==> config.mk <==
export PLATFORM = sky130hd
export DESIGN_NAME = pt_xlate
export DESIGN_NICKNAME = d
export VERILOG_FILES = /design/src/rtl/pt_xlate_pkg.sv /design/src/rtl/pt_entry_addr.sv /design/src/rtl/pt_perm_check.sv /design/src/rtl/pt_xlate.sv
export SDC_FILE = /design/constraint.sdc
export NUM_CORES = 1
export LEC_CHECK = 0
export BUFFER_PORTS_ARGS = -buffer_cell sky130_fd_sc_hd__buf_2
export CAP_MARGIN = 0
export CORE_ASPECT_RATIO = 0.75
export CORE_UTILIZATION = 25
export DETAILED_ROUTE_END_ITERATION = 8
export GPL_TIMING_DRIVEN = 0
export PLACE_DENSITY = 0.55
export SYNTH_ARGS = -nofsm -noshare
export SYNTH_HDL_FRONTEND = slang
export SYNTH_HIERARCHICAL = 1
export SYNTH_SLANG_ARGS = --single-unit
export TNS_END_PERCENT = 5
==> constraint.sdc <==
create_clock -name clk -period 2.1 [get_ports clk]
set_input_delay 0.105 -clock clk [delete_from_list [all_inputs] [get_ports clk]]
set_output_delay 0.105 -clock clk [all_outputs]
set_load 0.1 [all_outputs]
==> src/rtl/pt_xlate_pkg.sv <==
package pt_xlate_pkg;

  typedef enum logic [1:0] {
    FLT_NONE = 2'd0,
    FLT_PAGE = 2'd1,
    FLT_PERM = 2'd2
  } fault_e;

  localparam logic [1:0] ACC_READ  = 2'd0;
  localparam logic [1:0] ACC_WRITE = 2'd1;
  localparam logic [1:0] ACC_EXEC  = 2'd2;

  typedef enum logic [1:0] {
    ST_IDLE  = 2'd0,
    ST_FETCH = 2'd1,
    ST_WAIT  = 2'd2
  } xl_state_e;

endpackage

==> src/rtl/pt_entry_addr.sv <==
module pt_entry_addr #(
  parameter int MEM_AW = 16,
  parameter int VPN_W  = 8
) (
  input  logic [MEM_AW-1:0] base,
  input  logic [VPN_W-1:0]  vpn,
  output logic [MEM_AW-1:0] addr
);
  localparam int PAD_W = MEM_AW - VPN_W;

  always_comb addr = base + {{PAD_W{1'b0}}, vpn};
endmodule

==> src/rtl/pt_perm_check.sv <==
module pt_perm_check
  import pt_xlate_pkg::*;
#(
  parameter int PTE_W     = 16,
  parameter int VALID_BIT = 15,
  parameter int PERM_LSB  = 12
) (
  input  logic             present,
  input  logic [2:0]       rwx,
  input  logic [1:0]       acc,
  output fault_e           fault
);
  logic allowed;

  always_comb begin
    case (acc)
      ACC_READ:  allowed = rwx[2];
      ACC_WRITE: allowed = rwx[1];
      ACC_EXEC:  allowed = rwx[0];
      default:   allowed = 1'b0;
    endcase
    if (!present)      fault = FLT_PAGE;
    else if (!allowed) fault = FLT_PERM;
    else               fault = FLT_NONE;
  end
endmodule

==> src/rtl/pt_xlate.sv <==
module pt_xlate
  import pt_xlate_pkg::*;
#(
  parameter int VA_W      = 14,
  parameter int PA_W      = 12,
  parameter int OFF_W     = 6,
  parameter int MEM_AW    = 16,
  parameter int PTE_W     = 16,
  parameter int VALID_BIT = 15,
  parameter int PERM_LSB  = 12
) (
  input  logic              clk,
  input  logic              rst,
  input  logic              base_we,
  input  logic [MEM_AW-1:0] base_wdata,
  input  logic              req_valid,
  output logic              req_ready,
  input  logic [VA_W-1:0]   req_vaddr,
  input  logic [1:0]        req_acc,
  output logic              resp_valid,
  output logic [PA_W-1:0]   resp_paddr,
  output logic [1:0]        resp_fault,
  output logic              mem_req_valid,
  input  logic              mem_req_ready,
  output logic [MEM_AW-1:0] mem_req_addr,
  input  logic              mem_rsp_valid,
  input  logic [PTE_W-1:0]  mem_rsp_data
);
  localparam int VPN_W = VA_W - OFF_W;
  localparam int PPN_W = PA_W - OFF_W;

  xl_state_e         state;
  logic [MEM_AW-1:0] base_q;
  logic [OFF_W-1:0]  off_q;
  logic [1:0]        acc_q;
  logic [MEM_AW-1:0] ent_addr;
  fault_e            chk_fault;

  pt_entry_addr #(.MEM_AW(MEM_AW), .VPN_W(VPN_W)) u_addr (
    .base (base_q),
    .vpn  (req_vaddr[VA_W-1:OFF_W]),
    .addr (ent_addr)
  );

  pt_perm_check #(.PTE_W(PTE_W), .VALID_BIT(VALID_BIT), .PERM_LSB(PERM_LSB)) u_chk (
    .present (mem_rsp_data[VALID_BIT]),
    .rwx     (mem_rsp_data[PERM_LSB+2:PERM_LSB]),
    .acc     (acc_q),
    .fault   (chk_fault)
  );

  assign req_ready = (state == ST_IDLE);

  always_ff @(posedge clk) begin
    if (rst) begin
      state         <= ST_IDLE;
      base_q        <= '0;
      off_q         <= '0;
      acc_q         <= ACC_READ;
      mem_req_valid <= 1'b0;
      mem_req_addr  <= '0;
      resp_valid    <= 1'b0;
      resp_paddr    <= '0;
      resp_fault    <= FLT_NONE;
    end else begin
      resp_valid <= 1'b0;
      if (base_we) base_q <= base_wdata;
      case (state)
        ST_IDLE: if (req_valid) begin
          off_q         <= req_vaddr[OFF_W-1:0];
          acc_q         <= req_acc;
          mem_req_addr  <= ent_addr;
          mem_req_valid <= 1'b1;
          state         <= ST_FETCH;
        end
        ST_FETCH: if (mem_req_ready) begin
          mem_req_valid <= 1'b0;
          state         <= ST_WAIT;
        end
        ST_WAIT: if (mem_rsp_valid) begin
          resp_valid <= 1'b1;
          resp_fault <= chk_fault;
          resp_paddr <= (chk_fault == FLT_NONE) ?
                        {mem_rsp_data[PPN_W-1:0], off_q} : '0;
          state      <= ST_IDLE;
        end
        default: state <= ST_IDLE;
      endcase
    end
  end

  AST_FETCH_HOLD: assert property (@(posedge clk) disable iff (rst)
    mem_req_valid && !mem_req_ready |=> mem_req_valid && $stable(mem_req_addr))
    else $error("fetch request dropped");

  AST_ONE_OUTSTANDING: assert property (@(posedge clk) disable iff (rst)
    mem_req_valid |-> !req_ready)
    else $error("fetch while idle");

  AST_RESP_PULSE: assert property (@(posedge clk) disable iff (rst)
    resp_valid |=> !resp_valid)
    else $error("response longer than one cycle");

  AST_OFFSET_PASS: assert property (@(posedge clk) disable iff (rst)
    resp_valid && resp_fault == FLT_NONE |-> resp_paddr[OFF_W-1:0] == off_q)
    else $error("offset altered");

  AST_NO_CODE3: assert property (@(posedge clk) disable iff (rst)
    resp_valid |-> resp_fault != 2'd3)
    else $error("reserved fault code");

  AST_FAULT_NO_PA: assert property (@(posedge clk) disable iff (rst)
    resp_valid && resp_fault != FLT_NONE |-> resp_paddr == '0)
    else $error("address on fault");
endmodule

==> results_dict.tcl, run 1 <==
set metrics [dict create \
    drive_above_1_share 0.3015 \
    syn_area_per_cell_um2 10.03 \
    leakage_nw 1.724 \
    grt_pass1_wl_um 11130 \
    cts.sinks 58 \
    power.density_mw_per_mm2 799.3 \
    antenna_found_initial 0 \
    instances_no_fill 560 \
    grt.busiest_layer "met2" \
    ant_nets 0 \
    worstSetupStartpointType "flip-flop" \
    clk_pin_slew_ps 50 \
    drv_cap 0 \
    hp-start "base_wdata[0]" \
    root_buffer "clkbuf_16" \
    chipWidth_um 129.3 \
    crit_path_start "base_q[0]" \
    max_freq_ghz 0.5027 \
    gr-total-overflow 0 \
    grt_use_met2 0.1745 \
    crit_path_max_fanout 3 \
    rsz0062_at_grt "yes" \
    fin_tns_setup_ps 0 \
    hold_viol 0 \
    vias_per_cell 4.214 \
    final-setup-viol-count 0 \
    portBuffers 78 \
    met3_usage 0.04185 \
    vias 2360 \
    io_pins 87 \
    drt_iter0_markers 39 \
    worst_pin_slew_ps 503.0 \
    cp_data_arrival_time_ps 2240 \
    power.total_mw 3.151 \
    grt_usage 0.1176 \
    finalMaxSlewViolations 0 \
    maxSlewHeadroom 0.6670 \
    antenna_cells 0 \
    postSynthNetCount 366 \
    r2r-start "base_q[0]" \
    synth_edf_count 0 \
    start_util 0.2597 \
    ir_drop_uv 393.4 \
    clk-insertion-delay-late_ps 330 \
    fin_crit_sh 0.9473 \
    synth.yosys.seq_area_share 0.3822 \
    cts_buffer_depth 2 \
    required_ps 2350 \
    routabilityCongestion 0.7441 \
    skew_ps 6.318 \
    cp-end-kind "flip-flop" \
    totalWireLength_um 7208 \
    routedWlPerCell_um 12.87 \
    dp_cells 543 \
    critical_path_class "flip-flop to flip-flop" \
    regToRegEndpoint "mem_req_addr[14]" \
    hold-worst-slack_ps 14.93 \
    hp-class "primary input to flip-flop" \
    holdPathStages 3 \
    period_minus_slack_ps 1989 \
    cts_tree "done" \
    grt_max_degree 11 \
    grt_pass1_vias 2251 \
    r2r.worst_path.cells 9 \
    synth_cell_type_count 46 \
    fin_nets 457 \
    netlist_area_mm2 0.003038 \
    yosys_most_used_dff "dfxtp_1" \
    worst_slack_ps 110.8 \
    rows 34 \
    floorplan.die_area_mm2 0.01260 \
    postSynthCellCount 303 \
    use_met1 0.1559 \
    drc_errors 0 \
    hold_buffers 0 \
    first_pass_iters 4 \
    synth-warning-count 6 \
    area_growth_syn_to_layout_pct 29.78 \
    reg2reg_setup_slack_ps 110 \
    hold_path_end "base_q[0]" \
    htreeDepth 3 \
    coreArea_mm2 0.01170 \
    die_h_um 97.47 \
    pre_cts_ws_ps -104.9 \
    status "finished clean" \
    ys_seq_elements 58 \
    hpwl_um 5547 \
    async_flop_share 0 \
    cts_buffers 9 \
]
## cell usage after synthesis (2+ instances only)
cell type | n | area share
or4b_1 | 12 | 0.040
inv_1 | 2 | 0.0025
xor2_1 | 3 | 0.0087
a21oi_2 | 2 | 0.0058
nand2_1 | 5 | 0.0062
nor2b_1 | 2 | 0.0041
buf_2 | 4 | 0.0066
nor3_1 | 2 | 0.0033
xnor2_1 | 9 | 0.026
and3_1 | 2 | 0.0041
buf_6 | 8 | 0.030
clkbuf_1 | 6 | 0.0074
nor2_1 | 19 | 0.023
dfxtp_1 | 58 | 0.38
a21o_1 | 2 | 0.0049
a21oi_1 | 5 | 0.0082
o2111ai_1 | 3 | 0.0087
nand3_1 | 4 | 0.0066
nand2b_1 | 66 | 0.14
ha_1 | 8 | 0.033
mux2i_1 | 56 | 0.18
## metrics by stage
step	util	instance area [um^2]
after floorplan	-	3038
after global placement	0.3104	3631
after detailed placement	0.3104	3631
after CTS	0.3343	3911
after global routing	0.3370	3943
final	0.3370	3943
## worst max-delay path, cell delays in order, from the launching register on
cell and delay, ps:
dfxtp_2 330, ha_4 160, fa_2 360, a21o_2 210, a41oi_2 250, a31oi_2 160, nand3_1 130, xnor2_1 120
nand2b_1 70, mux2i_1 120
## flip-flops by register name, summed over array words and instances, names as in the netlist
| signal | cells |
|---|---|
| resp_paddr | 12 |
| state | 2 |
| resp_fault | 2 |
| acc_q | 2 |
| mem_req_valid | 1 |
| mem_req_addr | 16 |
| off_q | 6 |
| resp_valid | 1 |
| base_q | 16 |
## how the worst max path moves through the flow
stage | end | slack (ps)
after detailed placement | mem_req_addr[8] | -100
after global routing | mem_req_addr[8] | -50
final | mem_req_addr[14] | 110
after global placement | mem_req_addr[8] | -70
after floorplan | mem_req_addr[8] | 100
after CTS | mem_req_addr[14] | 30
## power by group
| group | internal (mW) | leakage, nW | switching [mW] | total (mW) |
|---|---|---|---|---|
| logic | 0.218 | 1.11 | 0.403 | 0.621 |
| registers | 1.16 | 0.475 | 0.0427 | 1.21 |
| clock network | 0.847 | 0.138 | 0.478 | 1.32 |
| total | 2.23 | 1.72 | 0.924 | 3.15 |
## logic make-up (layout without fill, tap and decap cells)
| family | Yosys count | in the layout | synth area share |
|---|---|---|---|
| mux | 56 | 56 | 0.1845 |
| buf+inv | 23 | 118 | 0.05148 |
| flops | 58 | 58 | 0.3822 |
| fa+ha+maj | 9 | 9 | 0.03954 |
| xor+xnor | 12 | 12 | 0.03460 |
| compound gates | 24 | 24 | 0.06219 |
| simple gates | 121 | 121 | 0.2455 |
## layer usage
metal  share of wire  vias to the layer above  wire [um]
li1                -                     1232          -
met1            0.51                     1055       3662
met2            0.42                       66       3000
met3           0.064                        7        461
met4           0.012                        0         84
met5               0                        -          0
## cell type report
cell class / count / area, um^2
inverters: 3 / 11.26
clock buffers: 12 / 256.5
clock inverters: 3 / 15.01
multi-input cells: 222 / 1744
flip-flops and latches: 58 / 1162
well taps: 162 / 202.7
repair buffers: 80 / 405.4
plain buffers: 20 / 145.1
fillers: 1230 / 7756
## placed cells by master, fill, tap and decap left out, types with 2 or more instances in the layout
cell / instances
a21o_1: 2
clkbuf_16: 9
clkbuf_8: 2
ha_1: 7
a21oi_1: 5
clkbuf_1: 7
nor2b_1: 2
buf_6: 8
xor2_1: 3
nor2_1: 19
nand2_1: 5
or4b_1: 12
o2111ai_1: 3
xnor2_1: 9
nand2b_1: 66
nand3_1: 4
dfxtp_1: 57
a21oi_2: 2
inv_1: 2
and3_1: 2
buf_2: 82
nor3_1: 2
mux2i_1: 56
clkinv_2: 3
buf_4: 3
## what timing repair did
action / in CTS / in global routing
buffers inserted: 0 / 2
resized for setup: 2 / 4
endpoints found under the setup margin: 5 / 3
pin swaps: 1 / 4
(Power assumes the default switching activity.)
==> inputs of run 2 (changes only) <==
--- a/config.mk
+++ b/config.mk
@@ -11,7 +11,7 @@
 export CORE_UTILIZATION = 25
 export DETAILED_ROUTE_END_ITERATION = 8
 export GPL_TIMING_DRIVEN = 0
-export PLACE_DENSITY = 0.55
+export PLACE_DENSITY = 0.45
 export SYNTH_ARGS = -nofsm -noshare
 export SYNTH_HDL_FRONTEND = slang
 export SYNTH_HIERARCHICAL = 1
==> run 2 against run 1 <==
Routed wire length increased by 0.69%. Sequential cell count unchanged. Core utilization rose by 0.21 points. Highest routed layer unchanged. Critical path type unchanged. Design area increased by 0.63%. Global-route usage is 0.56 points higher. Via count fell by 0.34%. Combinational power is essentially flat. Register-to-register slack about the same. Clock skew about the same.
==> results_dict.tcl, run 2 (synthesis results as in run 1) <==
set metrics [dict create \
    htreeDepth 3 \
    start_util 0.2597 \
    floorplan.die_area_mm2 0.01260 \
    power.density_mw_per_mm2 824.2 \
    regToRegEndpoint "mem_req_addr[8]" \
    clk_pin_slew_ps 50 \
    crit_path_max_fanout 2 \
    status "finished clean" \
    fin_crit_sh 0.9489 \
    cts_buffers 9 \
    antenna_cells 0 \
    switching_power_uw 937.1 \
    required_ps 2310 \
    leakage_nw 1.727 \
    fin_tns_setup_ps 0 \
    ant_nets 0 \
    drv_cap 0 \
    max_freq_ghz 0.5018 \
    grt_pass1_wl_um 11650 \
    hold_path_end "base_q[6]" \
    crit_path_start "base_q[0]" \
    hp-class "primary input to flip-flop" \
    cts_tree "done" \
    hpwl_um 5619 \
    gr-total-overflow 0 \
    chipWidth_um 129.3 \
    die_h_um 97.47 \
    rows 34 \
    worst_pin_slew_ps 511.8 \
    swShare 0.2866 \
    grt_pass1_vias 2281 \
    cts.sinks 58 \
    grt_max_degree 11 \
    drive_above_1_share 0.2972 \
    pre_cts_ws_ps -114.7 \
    cts_buffer_depth 2 \
    io_pins 87 \
    layout_commonest_cell "buf_2" \
    first_pass_iters 4 \
    reg2reg_setup_slack_ps 110 \
    root_buffer "clkbuf_16" \
    critical_path_class "flip-flop to flip-flop" \
    combinationalPowerShare 0.189 \
    vias_per_cell 4.208 \
    drt_iter0_markers 71 \
    p_clk_frac 0.442 \
    coreArea_mm2 0.01170 \
    hold_viol 0 \
    vias 2352 \
    most-common-layout-cells "buf_2 (82), nand2b_1 (66), dfxtp_1 (58)" \
    largest_registers "base_q (16), mem_req_addr (16), resp_paddr (12)" \
    cp-end-kind "flip-flop" \
    fin_nets 455 \
    cp_data_arrival_time_ps 2200 \
    routedWlPerCell_um 12.98 \
    worst_slack_ps 107.3 \
    r2r-start "base_q[0]" \
    drc_errors 0 \
    grt_usage 0.1232 \
    clk-insertion-delay-late_ps 330 \
    portBuffers 78 \
    final-setup-viol-count 0 \
    skew_ps 6.774 \
    ir_drop_uv 370.7 \
    totalWireLength_um 7258 \
    intPower_mw 2.333 \
    antenna_found_initial 0 \
    routabilityCongestion 0.7621 \
    area_growth_syn_to_layout_pct 30.60 \
    worstSetupStartpointType "flip-flop" \
    r2r.worst_path.cells 9 \
    hp-start "base_wdata[6]" \
    period_minus_slack_ps 1993 \
    holdPathStages 3 \
    maxSlewHeadroom 0.6611 \
    seq_power_share 0.369 \
    finalMaxSlewViolations 0 \
]
==> run 2: repair_timing <==
action,4_1_cts,5_1_grt
pin swaps,1,0
buffers inserted,0,0
setup endpoints to repair,5,4
hold endpoints to repair,0,0
hold buffers,0,0
resized for setup,1,4
==> run 2: worst max-delay path by stage <==
stage,endpoint,depth (start not counted)
final,mem_req_addr[8],9
after global routing,mem_req_addr[8],9
after CTS,mem_req_addr[12],9
after detailed placement,mem_req_addr[12],9
after global placement,mem_req_addr[12],9
after floorplan,mem_req_addr[8],9
==> run 2: power by group through the flow <==
stage | sequential [mW] | clock [mW] | combinational (mW)
after floorplan | 1.41 | 0 | 0.292
after global placement | 1.23 | 0 | 0.612
after detailed placement | 1.23 | 0 | 0.617
after CTS | 1.21 | 1.49 | 0.621
after global routing | 1.21 | 1.56 | 0.666
final | 1.21 | 1.44 | 0.619
==> run 2: stage by stage <==
step	area [um^2]	hold WS, ps	util	power, mW	cells
final	3968	9.366	0.3391	3.270	559
after global routing	3968	5.017	0.3391	3.438	559
after CTS	3941	0.1250	0.3369	3.319	559
after detailed placement	3631	345.8	0.3104	1.847	543
after global placement	3631	338.4	0.3104	1.841	543
after floorplan	3038	252.2	-	1.699	303
==> run 2: per-layer routing <==
metal | up-vias | track usage | wire length [um] | part of all wire
li1 | 1230 | - | - | -
met1 | 1049 | 0.1734 | 3793 | 0.52
met2 | 65 | 0.1700 | 2953 | 0.41
met3 | 8 | 0.04791 | 455 | 0.063
met4 | 0 | 0.03801 | 55 | 0.0076
met5 | - | 0 | 0 | 0
==> run 2: layout make-up <==
class                   instances  area (um^2)
plain buffers                  20        145.1
well taps                     162        202.7
multi-input cells             222         1754
repair buffers                 78        390.4
fillers                      1229         7731
inverters                       3        11.26
clock inverters                 1        5.005
flip-flops and latches         58         1161
clock buffers                  15        297.8
==> run 2: worst max-delay path, cell delays in order (launching register included) <==
cell and delay, ps:
dfxtp_1 320, ha_1 220, fa_2 360, a21o_2 250, a41oi_4 180, and2_2 210
o21ai_2 60, xor2_1 150, nand2b_1 70, mux2i_1 60
==> inputs of run 3 (changes only) <==
--- a/config.mk
+++ b/config.mk
@@ -5,6 +5,7 @@
 export SDC_FILE = /design/constraint.sdc
 export NUM_CORES = 1
 export LEC_CHECK = 0
+export ABC_AREA = 1
 export BUFFER_PORTS_ARGS = -buffer_cell sky130_fd_sc_hd__buf_2
 export CAP_MARGIN = 0
 export CORE_ASPECT_RATIO = 0.75
==> run 3 against run 2 <==
Final cell count rose by 27%. Non-clock buffer count is 11 higher. Critical path depth up 4. Synthesized cell count up 46%. Clock-buffer cell count decreased by 5. Global-route usage is 2.0 points higher. Power increased by 3.0%. Clock skew down 1.5 ps.
==> results_dict.tcl, run 3 <==
set metrics [dict create \
    drv_cap 0 \
    synthTopCellsByCount "nand2_1 (109), nor2_1 (86), dfxtp_1 (58)" \
    synth.largest_area_cell "dfxtp_1" \
    combinationalPowerShare 0.227 \
    swShare 0.3189 \
    fin_tns_setup_ps 0 \
    fin_nets 606 \
    grt_use_met2 0.2091 \
    placed_area_mm2 0.003607 \
    reg2reg_setup_slack_ps 170 \
    maxSlewHeadroom 0.6344 \
    nFillCells 1303 \
    cts.sinks 58 \
    met3_usage 0.04701 \
    coreArea_mm2 0.01166 \
    holdPathStages 3 \
    period_minus_slack_ps 1926 \
    max_freq_ghz 0.5193 \
    grt_pass1_wl_um 13870 \
    layout_commonest_cell "nand2_1" \
    vias 3013 \
    ys_seq_elements 58 \
    totalWireLength_um 8287 \
    synth_top_cell_area_share 0.3859 \
    drt_iter0_markers 162 \
    post_cts_buffers 0 \
    cts_tree "done" \
    grt.busiest_layer "met2" \
    crit_slowest_cell "fa_1" \
    area_growth_syn_to_layout_pct 32.39 \
    cts_buffers 9 \
    seq_power_share 0.364 \
    power.total_mw 3.370 \
    leakage_nw 2.036 \
    grt_pass1_vias 2857 \
    design_area_mm2 0.003984 \
    power.density_mw_per_mm2 845.8 \
    largest_registers "base_q (16), mem_req_addr (16), resp_paddr (12)" \
    ir_drop_uv 344.1 \
    yosys_most_used_dff "dfxtp_1" \
    vias_per_cell 4.256 \
    cp-end-kind "flip-flop" \
    clk-insertion-delay-late_ps 330 \
    postSynthCellCount 443 \
    fin_crit_sh 0.9170 \
    grt_usage 0.1435 \
    r2r.worst_path.cells 13 \
    multiInputGateArea_mm2 0.001603 \
    p_clk_frac 0.409 \
    floorplan.die_area_mm2 0.01248 \
    grt_max_degree 11 \
    yosysMostFrequentCell "nand2_1" \
    crit_chain "ha_1, fa_1, nand2_1, nand2_1, nand3b_1, nand2_2, nand2_1, nand2_1, nand2_1, nand2_1, nand3b_1, nand2_1, nor2_1" \
    synth_edf_count 0 \
    critical_path_class "flip-flop to flip-flop" \
    hold-worst-slack_ps 9.864 \
    postSynthNetCount 506 \
    start_util 0.2582 \
    switching_power_mw 1.075 \
    root_buffer "clkbuf_16" \
    chipWidth_um 128.7 \
    gr-total-overflow 0 \
    io_pins 87 \
    most-common-layout-cells "nand2_1 (108), buf_2 (91), nor2_1 (86)" \
    async_flop_share 0 \
    cp_slowest_stage_delay_ps 400 \
    cts_buffer_depth 2 \
    clk_pin_slew_ps 50 \
    hold_viol 0 \
    htreeDepth 3 \
    critPathMostFrequentCell "nand2_1" \
    ant_nets 0 \
    regToRegEndpoint "mem_req_addr[10]" \
    routedWlPerCell_um 11.70 \
    portBuffers 79 \
    hpwl_um 6420 \
    rsz0062_at_grt "no" \
    antenna_found_initial 0 \
    routabilityCongestion 0.7738 \
    finalMaxSlewViolations 0 \
    rows 34 \
    use_met1 0.1984 \
    syn_area_per_cell_um2 6.793 \
    die_h_um 97.01 \
    required_ps 2320 \
    crit_path_max_fanout 3 \
    synth-warning-count 6 \
    antenna_cells 0 \
    drc_errors 0 \
    skew_ps 5.322 \
    final-setup-viol-count 0 \
    r2r-start "base_q[0]" \
    worstSetupStartpointType "flip-flop" \
    drive_above_1_share 0.2216 \
    synth_cell_type_count 28 \
    hold_path_end "base_q[1]" \
    intPower_mw 2.295 \
    synth.yosys.seq_area_share 0.3859 \
    netlist_area_mm2 0.003009 \
    regArea_mm2 0.001161 \
    hp-class "primary input to flip-flop" \
    synthTopCellsByArea "dfxtp_1 (39%), nand2_1 (14%), nor2_1 (11%)" \
    hp-start "base_wdata[1]" \
    worst_pin_slew_ps 548.3 \
    cp_data_arrival_time_ps 2140 \
    status "finished clean" \
    first_pass_iters 4 \
]
==> run 3: cell count changes in the layout (fill, tap and decap cells not counted), sizes merged, moves of 23 or more <==
cell    previous run  this run
nor2              19        89
mux2i             56         0
nand3b             1        29
a21oi              7        30
nand2b            66         0
inv                3        40
nand2              5       112
==> run 3: through the flow <==
stage	cells	setup WS [ps]	util
2_1_floorplan	443	365.8	-
3_3_place_gp	684	160.2	0.3095
3_5_place_dp	684	147.2	0.3095
4_1_cts	708	122.5	0.3416
5_1_grt	708	16.60	0.3418
6_report	708	174.4	0.3418
==> run 3: power by group through the flow <==
stage | clock [mW] | combinational, mW | sequential, mW
after detailed placement | 0 | 0.755 | 1.25
after global placement | 0 | 0.748 | 1.25
after global routing | 1.49 | 0.842 | 1.24
after floorplan | 0 | 0.333 | 1.49
final | 1.38 | 0.765 | 1.23
after CTS | 1.44 | 0.771 | 1.23
==> run 3: kinds of logic (layout without fill, tap and decap cells) <==
group | count (synthesis) | count (layout) | share of synthesized area
DFF | 58 | 58 | 0.3859
adders and majority gates | 9 | 9 | 0.03992
and+or+nand+nor | 259 | 259 | 0.3859
AOI/OAI and AO/OA | 50 | 50 | 0.08565
buffers and inverters | 60 | 163 | 0.08233
xor gates and xnor gates | 7 | 7 | 0.02037
==> run 3: repair_timing <==
| item | CTS | global route |
|---|---|---|
| hold buffers | 10 | 0 |
| endpoints found under the setup margin | 0 | 2 |
| endpoints found under the hold margin | 10 | 0 |
| gates resized for setup | 0 | 1 |
==> run 3: cell type report <==
class                   instances  area share
plain buffers                  20     0.02450
clock buffers                  10     0.05747
clock inverters                 4     0.01131
inverters                      40     0.03769
multi-input cells             325      0.4023
flip-flops and latches         58      0.2915
well taps                     162     0.05088
repair buffers                 89      0.1244
==> run 3: critical path: cells and delay by family (launching register included) <==
kind	cells	cell delay (ps)
fa+ha+maj	2	620
simple gates	11	880
flops	1	310
==> run 3: per-layer routing <==
metal	vias to the layer above	share of wire
met1	1346	0.54
met2	61	0.40
met4	0	0.0078
li1	1598	-
met3	8	0.057
met5	-	0
==> run 3: worst max path at each step <==
stage                     startpoint               end  slack (ps)
final                      base_q[0]  mem_req_addr[10]         170
after floorplan            base_q[0]   mem_req_addr[8]         370
after CTS                  base_q[0]  mem_req_addr[10]         120
after global placement     base_q[0]  mem_req_addr[10]         160
after global routing       base_q[0]  mem_req_addr[10]          20
after detailed placement   base_q[0]  mem_req_addr[10]         150
